===== src/rtl/swu_pkg.sv =====
package swu_pkg;

    localparam int WORD_W   = 16;
    localparam int IPL_W    = 3;
    localparam int IPL_LSB  = 12;

    localparam int BIT_C    = 0;
    localparam int BIT_D    = 1;
    localparam int BIT_Z    = 2;
    localparam int BIT_S    = 3;
    localparam int BIT_B    = 4;
    localparam int BIT_O    = 5;
    localparam int BIT_I    = 6;
    localparam int BIT_U    = 7;

    localparam logic [WORD_W-1:0] RSVD_MASK = 16'h8F00;

    typedef enum logic [2:0] {
        UPD_HOLD,
        UPD_ALU,
        UPD_SWWR,
        UPD_SWI,
        UPD_IRQ
    } upd_kind_e;

endpackage


===== src/rtl/swu_accept.sv =====
module swu_accept
    import swu_pkg::*;
(
    input  logic             irq_req,
    input  logic [IPL_W-1:0] irq_prio,
    input  logic             swi_exec,
    input  logic             i_flag,
    input  logic [IPL_W-1:0] cur_ipl,
    output logic             accept
);

    logic prio_above;

    always_comb begin
        prio_above = (irq_prio > cur_ipl);
        accept     = irq_req & i_flag & prio_above & ~swi_exec;
    end

endmodule


===== src/rtl/swu_status_reg.sv =====
module swu_status_reg
    import swu_pkg::*;
#(
    parameter int SWI_NUM_W   = 6,
    parameter int SWI_U_LIMIT = 32
) (
    input  logic                 clk,
    input  logic                 rst_n,
    input  logic                 accept,
    input  logic [IPL_W-1:0]     irq_prio,
    input  logic                 swi_exec,
    input  logic [SWI_NUM_W-1:0] swi_num,
    input  logic                 sw_wr_en,
    input  logic [WORD_W-1:0]    sw_wr_data,
    input  logic                 alu_flag_we,
    input  logic                 alu_carry,
    input  logic                 alu_zero,
    input  logic                 alu_sign,
    input  logic                 alu_ovf,
    output logic [WORD_W-1:0]    cur_word,
    output logic                 next_u
);

    localparam logic [SWI_NUM_W-1:0] U_LIM = SWI_NUM_W'(SWI_U_LIMIT);

    upd_kind_e         kind;
    logic [WORD_W-1:0] word_q;
    logic [WORD_W-1:0] word_d;

    // Pick the single update applied this cycle
    always_comb begin
        if (accept)
            kind = UPD_IRQ;
        else if (swi_exec)
            kind = UPD_SWI;
        else if (sw_wr_en)
            kind = UPD_SWWR;
        else if (alu_flag_we)
            kind = UPD_ALU;
        else
            kind = UPD_HOLD;
    end

    always_comb begin
        word_d = word_q;
        unique case (kind)
            UPD_IRQ: begin
                word_d[BIT_I]                 = 1'b0;
                word_d[BIT_U]                 = 1'b0;
                word_d[IPL_LSB +: IPL_W]      = irq_prio;
            end
            UPD_SWI: begin
                word_d[BIT_I] = 1'b0;
                if (swi_num < U_LIM)
                    word_d[BIT_U] = 1'b0;
            end
            UPD_SWWR: begin
                word_d = sw_wr_data & ~RSVD_MASK;
            end
            UPD_ALU: begin
                word_d[BIT_C] = alu_carry;
                word_d[BIT_Z] = alu_zero;
                word_d[BIT_S] = alu_sign;
                word_d[BIT_O] = alu_ovf;
            end
            UPD_HOLD: begin
                word_d = word_q;
            end
            default: begin
                word_d = word_q;
            end
        endcase
    end

    always_ff @(posedge clk or negedge rst_n) begin
        if (!rst_n)
            word_q <= '0;
        else
            word_q <= word_d;
    end

    always_comb begin
        cur_word = word_q;
        next_u   = word_d[BIT_U];
    end

endmodule


===== src/rtl/swu_stack_ptrs.sv =====
module swu_stack_ptrs #(
    parameter int SP_W   = 16,
    parameter int NUM_SP = 2
) (
    input  logic                      clk,
    input  logic                      rst_n,
    input  logic [$clog2(NUM_SP)-1:0] sel,
    input  logic                      wr_en,
    input  logic [SP_W-1:0]           wr_data,
    output logic [SP_W-1:0]           rd_data
);

    logic [SP_W-1:0] sp_q [NUM_SP];

    for (genvar g = 0; g < NUM_SP; g++) begin : g_sp
        always_ff @(posedge clk or negedge rst_n) begin
            if (!rst_n)
                sp_q[g] <= '0;
            else if (wr_en && (sel == g))
                sp_q[g] <= wr_data;
        end
    end

    always_comb begin
        rd_data = sp_q[sel];
    end

endmodule


===== src/rtl/status_word_unit.sv =====
module status_word_unit
    import swu_pkg::*;
#(
    parameter int SP_W        = 16,
    parameter int SWI_NUM_W   = 6,
    parameter int SWI_U_LIMIT = 32
) (
    input  logic                 clk,
    input  logic                 rst_n,
    input  logic                 alu_flag_we,
    input  logic                 alu_carry,
    input  logic                 alu_zero,
    input  logic                 alu_sign,
    input  logic                 alu_ovf,
    input  logic                 sw_wr_en,
    input  logic [WORD_W-1:0]    sw_wr_data,
    input  logic                 sp_wr_en,
    input  logic [SP_W-1:0]      sp_wr_data,
    input  logic                 irq_req,
    input  logic [IPL_W-1:0]     irq_prio,
    input  logic                 swi_exec,
    input  logic [SWI_NUM_W-1:0] swi_num,
    output logic                 irq_accept,
    output logic [WORD_W-1:0]    save_word,
    output logic [WORD_W-1:0]    status_word,
    output logic                 bank_sel,
    output logic [SP_W-1:0]      sp_active
);

    logic [WORD_W-1:0] cur_word;
    logic              next_u;
    logic              accept;

    swu_accept u_accept (
        .irq_req  (irq_req),
        .irq_prio (irq_prio),
        .swi_exec (swi_exec),
        .i_flag   (cur_word[BIT_I]),
        .cur_ipl  (cur_word[IPL_LSB +: IPL_W]),
        .accept   (accept)
    );

    swu_status_reg #(
        .SWI_NUM_W   (SWI_NUM_W),
        .SWI_U_LIMIT (SWI_U_LIMIT)
    ) u_status (
        .clk         (clk),
        .rst_n       (rst_n),
        .accept      (accept),
        .irq_prio    (irq_prio),
        .swi_exec    (swi_exec),
        .swi_num     (swi_num),
        .sw_wr_en    (sw_wr_en),
        .sw_wr_data  (sw_wr_data),
        .alu_flag_we (alu_flag_we),
        .alu_carry   (alu_carry),
        .alu_zero    (alu_zero),
        .alu_sign    (alu_sign),
        .alu_ovf     (alu_ovf),
        .cur_word    (cur_word),
        .next_u      (next_u)
    );

    swu_stack_ptrs #(
        .SP_W   (SP_W),
        .NUM_SP (2)
    ) u_sp (
        .clk     (clk),
        .rst_n   (rst_n),
        .sel     (next_u),
        .wr_en   (sp_wr_en),
        .wr_data (sp_wr_data),
        .rd_data (sp_active)
    );

    always_comb begin
        irq_accept  = accept;
        save_word   = cur_word;
        status_word = cur_word;
        bank_sel    = cur_word[BIT_B];
    end

endmodule


===== config.mk =====
export PLATFORM = sky130hd
export DESIGN_NAME = status_word_unit
export DESIGN_NICKNAME = d
export VERILOG_FILES = /design/src/rtl/swu_pkg.sv /design/src/rtl/swu_accept.sv /design/src/rtl/swu_status_reg.sv /design/src/rtl/swu_stack_ptrs.sv /design/src/rtl/status_word_unit.sv
export SDC_FILE = /design/constraint.sdc
export NUM_CORES = 1
export LEC_CHECK = 0
export ABC_CLOCK_PERIOD_IN_PS = 4270
export BUFFER_PORTS_ARGS = -buffer_cell sky130_fd_sc_hd__buf_2
export CAP_MARGIN = 40
export CORE_MARGIN = 3
export CORE_UTILIZATION = 50
export DETAILED_ROUTE_END_ITERATION = 12
export GPL_TIMING_DRIVEN = 1
export PLACE_DENSITY = 0.84
export SLEW_MARGIN = 20
export SYNTH_ARGS = -nofsm -noshare
export SYNTH_HDL_FRONTEND = slang
export SYNTH_SLANG_ARGS = --single-unit

===== constraint.sdc =====
create_clock -name clk -period 4.27 [get_ports clk]
set_clock_uncertainty 0.2 [all_clocks]
set_input_delay 0.6405 -clock clk [delete_from_list [all_inputs] [get_ports clk]]
set_output_delay 0.6405 -clock clk [all_outputs]
set_load 0.05 [all_outputs]

**Word level (Yosys, flattened, before mapping)**

Cells that the tools add are included.

- Reduce and logical (&&, ||, !) cells: 5
- Order comparisons: 3
- Eq/ne operators: 4
- Mux-type cells: 13
- Bitwise gates (word level): 6

Operators by type and width:

| kind | count |
|---|---|
| 16-bit two-way mux | 3 |
| 3-bit two-way mux | 3 |
| 3-bit by 2-bit == test with 1-bit output, second input constant | 2 |
| 6-bit < comparator, second input constant | 1 |
| 2-bit case mux with 3 select lines | 1 |
| 3-bit case mux with 2 select lines | 1 |
| 1-bit case mux with 2 select lines | 2 |
| 2-bit case mux with 2 select lines | 1 |
| 2-bit nonzero test | 2 |
| 1-bit bitwise AND | 3 |
| 3-bit by 1-bit == test with 1-bit output, second input constant | 1 |
| 3-bit == test, second input constant | 1 |
| 3-bit greater-than comparator | 1 |
| 3-bit nonzero test | 1 |
| 2-bit greater-or-equal comparator, second input constant | 1 |
| 1-bit logical AND | 2 |
| 1-bit two-way mux | 2 |
| 1-bit inverter | 2 |
| 1-bit inverter with 2-bit output | 1 |

- Input bits: 52
- Register bits after elaboration: 43

**Logic depth before layout (Yosys ltp)**

- Depth in word-level cells: 10
- Depth in mapped cells: 8
- Gate-level depth less buffers: 7

**Cells and area by module**

From an unflattened synthesis, not the netlist that was laid out.

- Cells, all modules: 162
- Area, all modules: 2230.9 um2

Modules (own cells, without submodules):

| module | instances | area an instance (um2) | sequential area each (um2) | cells an instance |
|---|---|---|---|---|
| swu_stack_ptrs | 1 | 1453.9 | 800.8 | 87 |
| swu_status_reg | 1 | 565.5 | 275.3 | 47 |
| status_word_unit | 1 | 127.6 | 0.0 | 17 |
| swu_accept | 1 | 83.8 | 0.0 | 11 |

**Worst setup path before layout**

No wires, ideal clock.

- Path kind: register to output
- Start: register u_status.word_q[14], in the netlist u_status.cur_word[14]
- End: output port sp_active[4]
- Data required time: 3.429 ns
- Cell stages (with the launch flop): 9
- Buffers on the path: 1
- Path slack: 1.003 ns
- Arrival time: 2.426 ns
- Cells stage by stage: dfrtp_1 -> inv_1 -> ha_1 -> a21oi_1 -> o21a_1 -> o21bai_2 -> o21ai_4 -> buf_6 -> mux2_1

- Cells in the longest elaborated chain, start to end: 10

RTL lines:

| item | line | text |
|---|---|---|
| start: declaration | swu_status_reg.sv:27 | `logic [WORD_W-1:0] word_q;` |
| start signal: assignment | swu_status_reg.sv:79 | `word_q <= word_d;` |
| 3-bit greater-than comparator (*) | swu_accept.sv:15 | `prio_above = (irq_prio > cur_ipl);` |
| 1-bit bitwise AND (*) (2 in series) | swu_accept.sv:16 | `accept = irq_req & i_flag & prio_above & ~swi_exec;` |
| 3-bit two-way mux (*) | swu_status_reg.sv:32 | `if (accept)` |
| 3-bit by 2-bit == test with 1-bit output, or another cell as far along | - |  |
| 2-bit case mux with 3 select lines (*) | swu_status_reg.sv:46 | `unique case (kind)` |
| via next_u | status_word_unit.sv:31 | `logic next_u;` |
| 1-bit inverter with 2-bit output (implied by the code) (*) | swu_stack_ptrs.sv:25 | `rd_data = sp_q[sel];` |
| 16-bit two-way mux (implied by the code) (*) (3 in series) | swu_stack_ptrs.sv:25 |  |
| end: declaration | status_word_unit.sv:27 | `output logic [SP_W-1:0] sp_active` |

The timed path passes the listed nets; every way through them passes the cells marked *. The select of a mux whose other input is x is not followed.

**Worst setup path after layout**

- Start: input port irq_prio[2]
- End: output port sp_active[9]

- Cells in the longest elaborated chain, start to end: 10

RTL lines:

| item | line | text |
|---|---|---|
| start: declaration | status_word_unit.sv:20 | `input logic [IPL_W-1:0] irq_prio,` |
| 3-bit greater-than comparator (*) | swu_accept.sv:15 |  |
| 1-bit bitwise AND (*) (2 in series) | swu_accept.sv:16 |  |
| 3-bit two-way mux (*) | swu_status_reg.sv:32 |  |
| 3-bit by 2-bit == test with 1-bit output, or another cell as far along | - |  |
| 2-bit case mux with 3 select lines (*) | swu_status_reg.sv:46 |  |
| 1-bit inverter with 2-bit output (implied by the code) (*) | swu_stack_ptrs.sv:25 |  |
| 16-bit two-way mux (implied by the code) (*) (3 in series) | swu_stack_ptrs.sv:25 |  |

Mark *: on every way between the ends. The rest lies on a longest branch, timed or not. The select of a mux whose other input is x is not followed.

==> out/results.md <==
| Item | This run | Unit |
| --- | --- | --- |
| Global route overflow | 0 | - |
| Type of the worst min-delay path | input port to async pin | - |
| Site row count | 23 | - |
| Slack of the critical path | 697 | ps |
| Clock-pin slew of the registers on the worst-case setup and hold paths | 80 | ps |
| Post-cts hold buffer count | 0 | - |
| Via count of the first global-routing pass | 1479 | - |
| Gpl congestion | 0.823 | - |
| Setup violations, final | 0 | - |
| Average detailed-routed wire length per instance | 14.8 | um |
| Placeable core area | 4170 | um2 |
| Critical path peak fanout | 17 | - |
| Horizontal die dimension | 73.2 | um |
| Final count of pins violating max slew | 0 | - |
| Clk_lat worst skew | 290 | ps |
| Smallest hold slack | 74.4 | ps |
| Total GRT Usage | 17.1 | % |
| Antenna violations before repair | 0 | - |
| Number of buffers created by CTS | 5 | - |
| Routed WL | 4.24 | mm |
| Initial core utilization | 54.0 | % |
| Share of layout cells above drive strength 1 | 61.9 | % |
| Cell area after technology mapping | 2250 | um2 |
| Number of levels in the clock H-tree | 2 | - |
| Critical path class | input port to primary output | - |
| PD cells | 504 | nW/um2 |
| Die ar. | 5350 | um2 |
| Number of filler instances in the final layout | 334 | - |
| Chain of cells forming the critical path | buf_2, ha_1, a21oi_1, o21a_1, o21bai_2, o21ai_4, mux2_2, buf_2 | - |
| 1st-iter DRT viols | 43 | - |
| Post-synthesis sequential area ratio | 47.7 | % |
| Arrival time at the worst endpoint | 2730 | ps |
| Summed negative setup slack over all endpoints | 0 | ps |
| Worst max-slew margin expressed relative to the limit | 59.7 | % |
| Capturing element type of the critical path | primary output | - |
| CP dominant cell by count | buf_2 | - |
| Syn. warnings | 0 | - |
| Critical-path cell with the highest stage delay | o21ai_4 | - |
| Launching element type of the critical path | input port | - |
| Fin cells | 286 | - |
| Final hold viol count | 0 | - |
| Quantity of I/O buffers inserted on ports | 81 | - |
| Post-route clock period utilization | 83.7 | % |
| Number of gates resized after cts | 0 | - |
| Post-detailed-placement half-perimeter wirelength | 3.24 | mm |
| Worst slack at placement | 681 | ps |
| RSZ-0062 raised after global routing | false | - |
| Leading cell type in the layout, fill and taps excluded | buf_2 | - |
| Static leakage | 1.34 | nW |
| VDD IR-drop max | 0.273 | mV |
| Highest-count cells in the layout ignoring fill and taps | buf_2, dfrtp_1, mux2_2 | - |
| Final layout net count | 291 | - |
| Delay of the slowest critical-path stage | 520 | ps |
| Instance count after placement with tap cells included | 279 | - |
| First-pass detailed-route iteration total | 4 | - |
| Worst-margin pin slew | 603 | ps |
| #FFs+latches synth | 43 | - |
| # Post-CTS Setup Buffers | 0 | - |
| Post-synthesis to final-layout area growth | 17.7 | % |
| Root buffer cell | clkbuf_8 | - |
| Syn Area/Cell | 13.7 | um2 |
| Clock tree sinks | 43 | - |
| Count of nets left with antenna violations after detail routing | 0 | - |
| Number of ports placed on the die boundary | 102 | - |
| Yosys cell types | 28 | - |
| Diodes inserted | 0 | - |
| DR DRC count | 0 | - |
| Highest Clock Rate | 280 | MHz |
| Largest buffer count on any clock path | 2 | - |
| Vertical extent of the die | 73.2 | um |
| Vias per std cell | 5.09 | - |
| Total design power | 1.34 | mW |
| Largest net degree at the start of global routing | 28 | - |
| Clock tree from TritonCTS | built | - |
| Mapped Cells | 164 | - |
| Vias after detailed routing | 1457 | - |
| Required @ worst endpoint | 3430 | ps |
| Status | finished clean | - |
| Max-cap viol count | 0 | - |
| Time the worst path needs with I/O delays and setup | 3570 | ps |
| Wire length of the first global-routing pass | 6.87 | mm |
## layer usage
layer  GRT usage [%]  part of all wire, %  up-vias
met1            21.3                   42      681
met5               0                    0        -
met2            27.6                   46       75
met4            5.94                 0.83        0
li1                -                    -      695
met3            5.65                   11        6
## area by class of cell
type | instances | area, um2 | area share [%]
multi-input cells | 101 | 991 | 37.3
inverters | 3 | 11.3 | 0.424
clock buffers | 6 | 82.6 | 3.11
clock inverters | 1 | 5.00 | 0.189
flip-flops and latches | 43 | 1080 | 40.5
repair buffers | 82 | 425 | 16.0
well taps | 50 | 62.6 | 2.36
## state kept, by name, indices dropped and copies added (netlist names)
register and flops:
u_sp.sp_q 32, u_status.cur_word 11
## synth_stat cells (all sizes together)
cell type	count	area [um2]
a21oi	1	5.00
a221o	4	40.0
and3	1	6.26
buf	26	210
conb	1	3.75
dfrtp	43	1080
ha	3	37.5
inv	3	11.3
mux2	50	601
mux2i	5	53.8
nand2	4	15.0
nand3	2	10.0
nand3b	1	20.0
nand4b	1	23.8
nor2	5	21.3
nor3b	1	7.51
o21a	6	46.3
o21ai	5	47.5
o21bai	1	11.3
or2b	1	7.51
## through the flow
| step | utilization (%) | instance area (um2) |
|---|---|---|
| after floorplan | - | 2290 |
| after global placement | 61.0 | 2550 |
| after detailed placement | 61.5 | 2570 |
| after CTS | 63.6 | 2650 |
| after global routing | 63.6 | 2650 |
| final | 63.6 | 2650 |
## kinds of logic (layout without fill, tap and decap cells)
| logic type | Yosys count | count (layout) | synth area share [%] |
|---|---|---|---|
| simple gates | 16 | 16 | 4.94 |
| fa+ha+maj | 3 | 3 | 1.66 |
| buf+inv | 29 | 92 | 9.82 |
| other cells | 1 | 10 | 0.166 |
| flops | 43 | 43 | 47.7 |
| mux | 55 | 55 | 29.0 |
| compound gates | 17 | 17 | 6.66 |
## where the power goes
part / total, mW / switching (mW) / internal [mW]
Combinational: 0.548 / 0.367 / 0.181
Clock: 0.256 / 0.129 / 0.127
Sequential: 0.534 / 0.0441 / 0.490
Total: 1.34 / 0.540 / 0.798
## critical path: cells and delay by family
kind,cells,cell delay (ps)
AO/OA/AOI/OAI,4,1040
multiplexers,1,410
adder cells (fa/ha/maj),1,310
buffers and inverters,2,320
## worst paths after layout
kind | startpoint | end | slack, ps | cells after the start
worst max-delay path | irq_prio[2] | sp_active[9] | 700 | 8
worst min-delay path | rst_n | u_status.cur_word[6] | 70 | 1
worst max register to register | u_status.cur_word[14] | u_sp.sp_q[0] | 1830 | 7
worst min register to register | u_sp.sp_q[1] | u_sp.sp_q[1] | 300 | 1
max in group asynchronous | rst_n | u_sp.sp_q[9] | 3320 | 2
min in group clk | u_sp.sp_q[1] | u_sp.sp_q[1] | 300 | 1
Note: power is estimated with default switching activity, not from simulation.
